## src/rtl/tod_alarm_pkg.sv

```systemverilog
package tod_alarm_pkg;
    localparam int ALM_DW = 8;
    localparam int ALM_AW = 3;

    localparam logic [ALM_AW-1:0] ADR_SUB  = 3'd0;
    localparam logic [ALM_AW-1:0] ADR_SEC  = 3'd1;
    localparam logic [ALM_AW-1:0] ADR_MIN  = 3'd2;
    localparam logic [ALM_AW-1:0] ADR_HOUR = 3'd3;
    localparam logic [ALM_AW-1:0] ADR_DDAY = 3'd4;
    localparam logic [ALM_AW-1:0] ADR_CTRL = 3'd5;
    localparam logic [ALM_AW-1:0] ADR_STAT = 3'd6;

    localparam int MASK_BIT = 7;
    localparam int MODE_BIT = 6;

    typedef struct packed {
        logic [ALM_DW-1:0] sub;
        logic [ALM_DW-1:0] sec;
        logic [ALM_DW-1:0] min;
        logic [ALM_DW-1:0] hour;
        logic [ALM_DW-1:0] dday;
        logic              ien;
        logic              imode;
    } alm_cfg_t;

    typedef struct packed {
        logic flag;
    } alm_flag_st_t;
endpackage

```

## src/rtl/tod_alarm_regs.sv

```systemverilog
module tod_alarm_regs
    import tod_alarm_pkg::*;
(
    input  logic              clk,
    input  logic              rst_n,
    input  logic              wr_en,
    input  logic [ALM_AW-1:0] wr_addr,
    input  logic [ALM_DW-1:0] wr_data,
    output alm_cfg_t          cfg
);
    alm_cfg_t cfg_d, cfg_q;

    always_comb begin
        cfg_d = cfg_q;
        if (wr_en) begin
            case (wr_addr)
                ADR_SUB:  cfg_d.sub  = wr_data;
                ADR_SEC:  cfg_d.sec  = wr_data;
                ADR_MIN:  cfg_d.min  = wr_data;
                ADR_HOUR: cfg_d.hour = wr_data;
                ADR_DDAY: cfg_d.dday = wr_data;
                ADR_CTRL: begin
                    cfg_d.ien   = wr_data[0];
                    cfg_d.imode = wr_data[1];
                end
                default: ;
            endcase
        end
    end

    always_ff @(posedge clk or negedge rst_n) begin
        if (!rst_n) cfg_q <= '0;
        else        cfg_q <= cfg_d;
    end

    assign cfg = cfg_q;

    // a byte not addressed by a write keeps its value
    AST_SEC_HOLDS: assert property (@(posedge clk) disable iff (!rst_n)
        !(wr_en && wr_addr == ADR_SEC) |=> $stable(cfg.sec));
endmodule

```

## src/rtl/tod_alarm_fld.sv

```systemverilog
module tod_alarm_fld #(
    parameter int CMP_W = 7
) (
    input  logic             mask_en,
    input  logic [CMP_W-1:0] alm_val,
    input  logic [CMP_W-1:0] cur_val,
    output logic             hit
);
    always_comb begin
        hit = mask_en || (alm_val == cur_val);
    end
endmodule

```

## src/rtl/tod_alarm_subsec.sv

```systemverilog
module tod_alarm_subsec
    import tod_alarm_pkg::*;
(
    input  logic [ALM_DW-1:0] alm,
    input  logic [ALM_DW-1:0] cur,
    output logic              hit
);
    localparam int NIB = ALM_DW / 2;
    localparam logic [NIB-1:0] ESC = '1;

    logic every_tick, digit_only;

    always_comb begin
        every_tick = (alm == '1);
        digit_only = (alm[ALM_DW-1:NIB] == ESC) && !every_tick;
        if (every_tick)
            hit = 1'b1;
        else if (digit_only)
            hit = (alm[NIB-1:0] == cur[NIB-1:0]);
        else
            hit = (alm == cur);
    end
endmodule

```

## src/rtl/tod_alarm_flag.sv

```systemverilog
module tod_alarm_flag
    import tod_alarm_pkg::*;
(
    input  logic clk,
    input  logic rst_n,
    input  logic tick,
    input  logic match,
    input  logic clr_req,
    input  logic ien,
    input  logic imode,
    output logic flag,
    output logic irq
);
    alm_flag_st_t st_d, st_q;

    always_comb begin
        st_d = st_q;
        if (clr_req)
            st_d.flag = 1'b0;
        if (tick && match)
            st_d.flag = 1'b1;
    end

    always_ff @(posedge clk or negedge rst_n) begin
        if (!rst_n) st_q <= '0;
        else        st_q <= st_d;
    end

    assign flag = st_q.flag;
    assign irq  = st_q.flag && ien && imode;

    AST_SET_ON_MATCH: assert property (@(posedge clk) disable iff (!rst_n)
        (tick && match) |=> flag);
    AST_NO_SPURIOUS_SET: assert property (@(posedge clk) disable iff (!rst_n)
        (!flag && !(tick && match)) |=> !flag);
    AST_FLAG_STICKY: assert property (@(posedge clk) disable iff (!rst_n)
        (flag && !clr_req) |=> flag);
    AST_CLEAR_WORKS: assert property (@(posedge clk) disable iff (!rst_n)
        (clr_req && !(tick && match)) |=> !flag);
endmodule

```

## src/rtl/tod_alarm_cmp.sv

```systemverilog
module tod_alarm_cmp
    import tod_alarm_pkg::*;
(
    input  logic              clk,
    input  logic              rst_n,
    input  logic              reg_we,
    input  logic [ALM_AW-1:0] reg_addr,
    input  logic [ALM_DW-1:0] reg_wdata,
    output logic [ALM_DW-1:0] reg_rdata,
    input  logic [7:0]        tk_sub,
    input  logic [6:0]        tk_sec,
    input  logic [6:0]        tk_min,
    input  logic [5:0]        tk_hour,
    input  logic [2:0]        tk_dow,
    input  logic [5:0]        tk_date,
    input  logic              tick,
    output logic              alarm_irq
);
    localparam int MS_W = 7;
    localparam int HR_W = 6;
    localparam int DD_W = 6;

    alm_cfg_t          cfg;
    logic              sub_hit, sec_hit, min_hit, hour_hit, dd_hit;
    logic              all_hit, clr_req, flag;
    logic [DD_W-1:0]   dd_cur;

    tod_alarm_regs i_regs (
        .clk     (clk),
        .rst_n   (rst_n),
        .wr_en   (reg_we),
        .wr_addr (reg_addr),
        .wr_data (reg_wdata),
        .cfg     (cfg)
    );

    tod_alarm_subsec i_sub (
        .alm (cfg.sub),
        .cur (tk_sub),
        .hit (sub_hit)
    );

    tod_alarm_fld #(.CMP_W(MS_W)) i_sec (
        .mask_en (cfg.sec[MASK_BIT]),
        .alm_val (cfg.sec[MS_W-1:0]),
        .cur_val (tk_sec),
        .hit     (sec_hit)
    );

    tod_alarm_fld #(.CMP_W(MS_W)) i_min (
        .mask_en (cfg.min[MASK_BIT]),
        .alm_val (cfg.min[MS_W-1:0]),
        .cur_val (tk_min),
        .hit     (min_hit)
    );

    tod_alarm_fld #(.CMP_W(HR_W)) i_hour (
        .mask_en (cfg.hour[MASK_BIT]),
        .alm_val (cfg.hour[HR_W-1:0]),
        .cur_val (tk_hour),
        .hit     (hour_hit)
    );

    always_comb begin
        if (cfg.dday[MODE_BIT])
            dd_cur = {{(DD_W-3){1'b0}}, tk_dow};
        else
            dd_cur = tk_date;
    end

    tod_alarm_fld #(.CMP_W(DD_W)) i_dday (
        .mask_en (cfg.dday[MASK_BIT]),
        .alm_val (cfg.dday[DD_W-1:0]),
        .cur_val (dd_cur),
        .hit     (dd_hit)
    );

    assign all_hit = sub_hit && sec_hit && min_hit && hour_hit && dd_hit;
    assign clr_req = reg_we && (reg_addr == ADR_STAT) && !reg_wdata[0];

    tod_alarm_flag i_flag (
        .clk     (clk),
        .rst_n   (rst_n),
        .tick    (tick),
        .match   (all_hit),
        .clr_req (clr_req),
        .ien     (cfg.ien),
        .imode   (cfg.imode),
        .flag    (flag),
        .irq     (alarm_irq)
    );

    always_comb begin
        case (reg_addr)
            ADR_SUB:  reg_rdata = cfg.sub;
            ADR_SEC:  reg_rdata = cfg.sec;
            ADR_MIN:  reg_rdata = cfg.min;
            ADR_HOUR: reg_rdata = cfg.hour;
            ADR_DDAY: reg_rdata = cfg.dday;
            ADR_CTRL: reg_rdata = {{(ALM_DW-2){1'b0}}, cfg.imode, cfg.ien};
            ADR_STAT: reg_rdata = {{(ALM_DW-1){1'b0}}, flag};
            default:  reg_rdata = '0;
        endcase
    end

    AST_FF_ALL_MASKED: assert property (@(posedge clk) disable iff (!rst_n)
        (tick && cfg.sub == 8'hFF && cfg.sec[MASK_BIT] && cfg.min[MASK_BIT]
         && cfg.hour[MASK_BIT] && cfg.dday[MASK_BIT]) |=> flag);
    AST_IRQ_NEEDS_ENABLE: assert property (@(posedge clk) disable iff (!rst_n)
        !cfg.ien |-> !alarm_irq);
    AST_IRQ_NEEDS_FLAG: assert property (@(posedge clk) disable iff (!rst_n)
        alarm_irq |-> (reg_addr != ADR_STAT || reg_rdata[0]));
endmodule

```

## config.mk

```make
export PLATFORM = sky130hd
export DESIGN_NAME = tod_alarm_cmp
export DESIGN_NICKNAME = d
export VERILOG_FILES = /design/src/rtl/tod_alarm_pkg.sv /design/src/rtl/tod_alarm_regs.sv /design/src/rtl/tod_alarm_fld.sv /design/src/rtl/tod_alarm_subsec.sv /design/src/rtl/tod_alarm_flag.sv /design/src/rtl/tod_alarm_cmp.sv
export SDC_FILE = /design/constraint.sdc
export NUM_CORES = 1
export LEC_CHECK = 0
export BUFFER_PORTS_ARGS = -buffer_cell sky130_fd_sc_hd__buf_2
export CORE_MARGIN = 1.5
export CORE_UTILIZATION = 30
export DETAILED_ROUTE_END_ITERATION = 8
export SLEW_MARGIN = 20
export SYNTH_ARGS = -nofsm -noshare
export SYNTH_HDL_FRONTEND = slang
export SYNTH_HIERARCHICAL = 1
export SYNTH_SLANG_ARGS = --single-unit
```

## constraint.sdc

```tcl
create_clock -name clk -period 3.64 [get_ports clk]
set_input_delay 0.728 -clock clk [delete_from_list [all_inputs] [get_ports clk]]
set_output_delay 0.728 -clock clk [all_outputs]
set_load 0.05 [all_outputs]
```

==> summary.md, run 1 <==
| Metric | Value |
|---|---|
| Status | `finished clean` |
| Rel. slew slack | `between 60% and 70%` |
| Synth top area share | `between 40% and 50%` |
| Largest net degree at the start of global routing | `between 40 and 50` |
| Initial antenna violation count | `0` |
| RR Endpoint | `i_flag/flag` |
| Clock Skew | `roughly 0.0063 ns` |
| Max-cap viol count | `0` |
| Unrepaired setup endpoints after global routing | `false` |
| Post-synthesis cell count | `slightly above 200` |
| Power, Total | `between 1 and 1.5 mW` |
| Mean Syn Cell Area | `around 12 µm²` |
| Design Area, Final | `~3000 µm²` |
| Wirelength per Cell | `17.4 µm` |
| Fin. max-slew vios | `0` |
| P_leak | `1.32 nW` |
| Placed cell areas | `a little under 3000 µm²` |
| Drt total wl | `6.51 mm` |
| Synth top area cells | `dfrtp_1 (42%), mux2_2 (25%), xor2_1 (6.9%), xnor2_1 (4.8%), a221oi_1 (1.7%)` |
| Critical Setup Path Class | `input port to primary output` |
| Core area | `8220 µm²` |
| Root Buffer | `clkbuf_8` |
| Post-synthesis sequential area ratio | `42.4%` |
| GRT Overall Usage | `15.5%` |
| Synth Register Bits | `43` |
| Required @ worst endpoint | `roughly 2.9 ns` |
| CTS Sinks | `43` |
| Crit path max fanout | `25` |
| Placed Instances | `~370` |
| Ys Warns | `6` |
| Final setup TNS | `0 ns` |
| Reg-to-reg startpoint | `i_regs/cfg[8]` |
| Minimum clock period | `2.90 ns` |
| First-pass GRT wire length | `10.1 mm` |
| Clk_lat worst skew | `0.30 ns` |
| Syn Nets | `~260` |
| Max clock buf depth | `2` |
| CTS tree | `built` |
| Gr ovfl total | `0` |
| Via density | `around 5` |
| 1st-iter DRT viols | `102` |
| Remaining DRCs | `0` |
| Share of layout cells above drive strength 1 | `approximately 50%` |
| I/O pin cnt | `between 60 and 70` |
| # diodes | `0` |
| Vias in the first global route | `1870` |
| Worst-path clk slew | `around 0.08 ns` |
| R2R setup slack | `1.64 ns` |
| Endpoints failing hold | `0` |
| H-tree Lvls | `2` |
| Start point of the critical path | `reg_addr[0]` |
| Post-Layout Cell Count | `~370` |
| FFs w/ async S/R, synth | `100%` |
| Rows | `33` |
| Netlist cell types | `36` |
| Area growth syn-to-layout | `18.7%` |
| Hold slack | `about 0.42 ns` |
| Final #Nets | `between 300 and 400` |
| Post-synth EDFFs | `0` |
| Total power density per cell area | `477 nW/µm²` |
| Die ar. | `9030 µm²` |
| Setup Buffers After CTS | `0` |
| Placer congestion estimate | `~0.8` |
| Vias | `approximately 1900` |
| CP endpoint kind | `primary output` |
| Max Freq | `approximately 0.34 GHz` |
| Crit start category | `input port` |
| # hold bufs at CTS | `0` |
| # port buffers | `60` |
| Final antenna-violating net count | `0` |
| Synth Cell Area | `roughly 2500 µm²` |
| Final setup violation count | `0` |
| Main synth FF type | `dfrtp_1` |
| Die Wd | `95.0 µm` |
| R2R depth | `8` |
| Worst vdd ir | `0.136 mV` |
| Worst hold path class | `input port to async pin` |
| WP data arrival | `approximately 2.2 ns` |
| Final Cycle Share | `around four fifths` |
| Cts repair resizes | `0` |
| Die H | `between 90 and 100 µm` |
| Initial Util | `between 30% and 40%` |
| Worst Tran Pin Value | `about 0.59 ns` |
| Synth area leader | `dfrtp_1` |
| Hpwl dp | `around 5 mm` |
| CTS Buf Count | `5` |
| Number of detailed-route iterations in the first pass | `4` |
how the worst max path moves through the flow:
stage / to / slack, ns
finish: reg_rdata[6] / 0.74
global route: reg_rdata[2] / 0.61
CTS: reg_rdata[6] / 0.74
detailed placement: reg_rdata[6] / 0.74
global placement: reg_rdata[6] / 0.76
floorplan: reg_rdata[2] / 0.93
final cells by class:
type	count	area, µm²
multi-input cells	153	1400
clock inverters	3	15.0
fillers	826	5200
clock buffers	5	68.8
inverters	3	11.3
well taps	105	131
flip-flops and latches	43	1080
repair buffers	61	310
critical path, stage by stage:
cell    delay, ns
buf_2        0.46
mux4_2       0.58
a22o_1       0.19
buf_2        0.20
cells in the final DEF (no fill, tap or decap), types with 4 or more instances in the layout:
master,count
xor2_1,20
xnor2_1,14
a221oi_1,5
a21oi_1,6
mux2_2,57
nor4_1,5
nand3_1,4
nor2_1,9
dfrtp_1,43
buf_2,59
clkbuf_8,5
report_power, final:
| part | switching (mW) | internal [mW] | total [mW] | leakage, nW |
|---|---|---|---|---|
| logic | 0.209 | 0.233 | 0.442 | 0.759 |
| registers | 0.115 | 0.583 | 0.697 | 0.517 |
| clock network | 0.168 | 0.132 | 0.300 | 0.0477 |
kinds of logic after synthesis:
family	after synthesis	synth area share [%]
compound gates	21	6.35
mux	61	27.3
simple gates	37	9.75
buf+inv	11	2.46
xor+xnor	34	11.7
flops	43	42.4
sequential cells by signal, summed over array words and instances (netlist names):
register,cells
i_regs/cfg,42
i_flag/flag,1
metal layers:
layer	vias to the layer above	wire [µm]	track usage [%]
met3	8	347	3.51
met1	934	2770	20.3
met5	-	0	0
li1	883	-	-
met2	48	3280	25.5
met4	0	105	4.60
cell usage after synthesis, drive strengths merged, types with 2 or more instances:
cell type  instances
buf                7
a21oi              6
nand3              4
nand4              3
inv                3
nand2              2
nor2b              4
o21ai              2
xnor2             14
and4bb             2
mux2              57
nor2               9
a31o               2
a221oi             5
nor4               5
mux2i              3
dfrtp             43
nand4b             2
xor2              20
a41o               2
stage by stage:
stage	utilization, %	worst slack (ns)
after global placement	35.6	0.757
final	36.7	0.735
after CTS	36.7	0.735
after floorplan	-	0.926
after global routing	36.7	0.613
after detailed placement	35.6	0.737
(Power assumes the default switching activity.)
==> run 2, diff against run 1 <==
Clock period 3.64 ns to 2.4 ns, I/O delays scaled along.
==> run 2 against run 1 <==
Effect of this change:
- via count rose by 1.3%
- register-to-register slack got worse by 1.2 ns
- power rose by 59%
- non-clock buffer count rose by 6
- sequential share of layout area fell by 0.71 points
- flip-flop and latch count did not move
- clock-buffer cell count rose by 1
- setup slack got worse by 0.65 ns
- largest cell class unchanged
- largest power group unchanged
- first-iteration DRC count fell by 5.9%
==> summary.md, run 2 (synthesized netlist as in run 1, its figures left out) <==
| Metric | Value |
|---|---|
| Design Area, Final | `3080 µm² (+2.0%)` |
| Sequential Area | `1080 µm² (unchanged)` |
| # port buffers | `60 (unchanged)` |
| Most common cell after layout, fill and taps aside | `buf_2` |
| Gr ovfl total | `0 (unchanged)` |
| Required @ worst endpoint | `1.92 ns (-0.99 ns)` |
| P_leak | `1.36 nW (+2.4%)` |
| Reg-to-reg startpoint | `i_regs/cfg[8]` |
| Wirelength per Cell | `17.6 µm (+1.1%)` |
| Endpoints failing hold | `0 (unchanged)` |
| Fill cell count | `814 (-1.5%)` |
| Initial antenna violation count | `0 (unchanged)` |
| Drt total wl | `6.67 mm (+2.5%)` |
| Worst-path clk slew | `0.08 ns (about the same)` |
| I/O pin cnt | `61 (unchanged)` |
| First-pass GRT wire length | `10.6 mm (+4.0%)` |
| Multi-input logic area | `1400 µm² (unchanged)` |
| Worst hold path class | `input port to async pin` |
| CTS Sinks | `43 (unchanged)` |
| Worst Tran Pin Value | `0.464 ns (-0.128 ns)` |
| Vias | `1898 (+1.3%)` |
| Root Buffer | `clkbuf_8` |
| Critical Setup Path Class | `input port to primary output` |
| CTS Buf Count | `5 (unchanged)` |
| Worst vdd ir | `0.224 mV (+64%)` |
| Remaining DRCs | `0 (unchanged)` |
| Largest register FFs | `42 (unchanged)` |
| Die ar. | `9030 µm² (unchanged)` |
| 1st-iter DRT viols | `96 (-5.9%)` |
| CTS tree | `built` |
| Vias in the first global route | `2000 (+7.0%)` |
| RR Endpoint | `i_flag/flag` |
| R2R setup slack | `0.42 ns (-1.22 ns)` |
| # diodes | `0 (unchanged)` |
| Placer congestion estimate | `0.818 (+2.7%)` |
| Die H | `95.0 µm (unchanged)` |
| Final setup violation count | `0 (unchanged)` |
| R2R depth | `8 (unchanged)` |
| Rel. slew slack | `69.0% (+8.7 points)` |
| Initial Util | `30.9% (unchanged)` |
| Share of layout cells above drive strength 1 | `50.5% (+0.55 points)` |
| Setup Buffers After CTS | `0 (unchanged)` |
| # hold bufs at CTS | `0 (unchanged)` |
| Crit start category | `input port` |
| Cts repair resizes | `0 (unchanged)` |
| CP Cell Sequence | `buf_2 > mux4_2 > a22o_1 > buf_2` |
| Max clock buf depth | `2 (unchanged)` |
| Final antenna-violating net count | `0 (unchanged)` |
| Status | `finished clean` |
| Crit-path slowest cell | `mux4_2` |
| Total power density per cell area | `743 nW/µm² (+56%)` |
| Minimum clock period | `approximately 2.3 ns` |
| CP endpoint kind | `primary output` |
| Commonest non-fill, non-tap cells in the layout | `buf_2 (60), mux2_2 (57), dfrtp_1 (43)` |
| WP data arrival | `1.83 ns (-0.35 ns)` |
| Placed cell areas | `2970 µm² (+1.5%)` |
| Max Freq | `0.432 GHz` |
| Max incr delay on CP | `0.57 ns (about the same)` |
| Final #Nets | `325 (+1.9%)` |
| Fin. max-slew vios | `0 (unchanged)` |
| Clk_lat worst skew | `0.29 ns (about the same)` |
| H-tree Lvls | `2 (unchanged)` |
| Final Cycle Share | `a little over nine tenths` |
| Crit path max fanout | `18 (-28%)` |
| GRT Overall Usage | `15.9% (+0.42 points)` |
| Rows | `33 (unchanged)` |
| Number of detailed-route iterations in the first pass | `4 (unchanged)` |
| Power, Total | `2.28 mW (+59%)` |
| Hpwl dp | `5.24 mm (+5.2%)` |
| Via density | `5.02 (about the same)` |
| Crit path top cell by count | `buf_2` |
| Hold slack | `0.0711 ns (-0.348 ns)` |
| Core area | `8220 µm² (unchanged)` |
| Clock Skew | `0.00305 ns (-0.00329 ns)` |
| Max-cap viol count | `0 (unchanged)` |
| Final setup TNS | `0 ns (unchanged)` |
| Unrepaired setup endpoints after global routing | `false` |
| Die Wd | `95.0 µm (unchanged)` |
| Largest net degree at the start of global routing | `19 (-57%)` |
| Area growth syn-to-layout | `21.1%` |
[run 2: worst max-delay path: cells and delay by family]
family,cells,cell delay [ns]
AO/OA/AOI/OAI,1,0.19
buffers and inverters,2,0.58
multiplexers,1,0.57
[run 2: layout make-up]
class	instances	area share, %
inverters	3	0.366
flip-flops and latches	43	35.0
multi-input cells	153	45.6
repair buffers	67	11.5
clock inverters	1	0.976
clock buffers	6	2.36
well taps	105	4.27
[run 2: metrics by stage]
| step | utilization (%) | worst slack (ns) | cells |
|---|---|---|---|
| 2_1_floorplan | - | 0.182 | 207 |
| 3_3_place_gp | 36.2 | 0.126 | 371 |
| 3_5_place_dp | 36.2 | 0.0982 | 371 |
| 4_1_cts | 37.4 | 0.0918 | 378 |
| 5_1_grt | 37.4 | 0.0113 | 378 |
| 6_report | 37.4 | 0.0875 | 378 |
[run 2: power by group]
part | internal (mW) | switching, mW | total (mW)
combinational | 0.359 | 0.320 | 0.679
sequential | 0.884 | 0.178 | 1.06
clock | 0.305 | 0.238 | 0.544
[run 2: layer usage]
| layer | wire [µm] | track usage (%) | up-vias |
|---|---|---|---|
| li1 | - | - | 896 |
| met1 | 3010 | 20.3 | 942 |
| met2 | 3300 | 27.0 | 52 |
| met3 | 280 | 3.35 | 8 |
| met4 | 79 | 4.73 | 0 |
| met5 | 0 | 0 | - |
[run 2: worst max-delay path by stage]
stage	startpoint	endpoint	slack, ns	cells past startpoint
3_3_place_gp	reg_addr[0]	reg_rdata[6]	0.13	4
2_1_floorplan	reg_addr[2]	reg_rdata[2]	0.18	5
6_report	reg_addr[0]	reg_rdata[6]	0.09	4
5_1_grt	reg_addr[0]	reg_rdata[2]	0.01	5
3_5_place_dp	reg_addr[0]	reg_rdata[6]	0.1	4
4_1_cts	reg_addr[0]	reg_rdata[6]	0.09	4
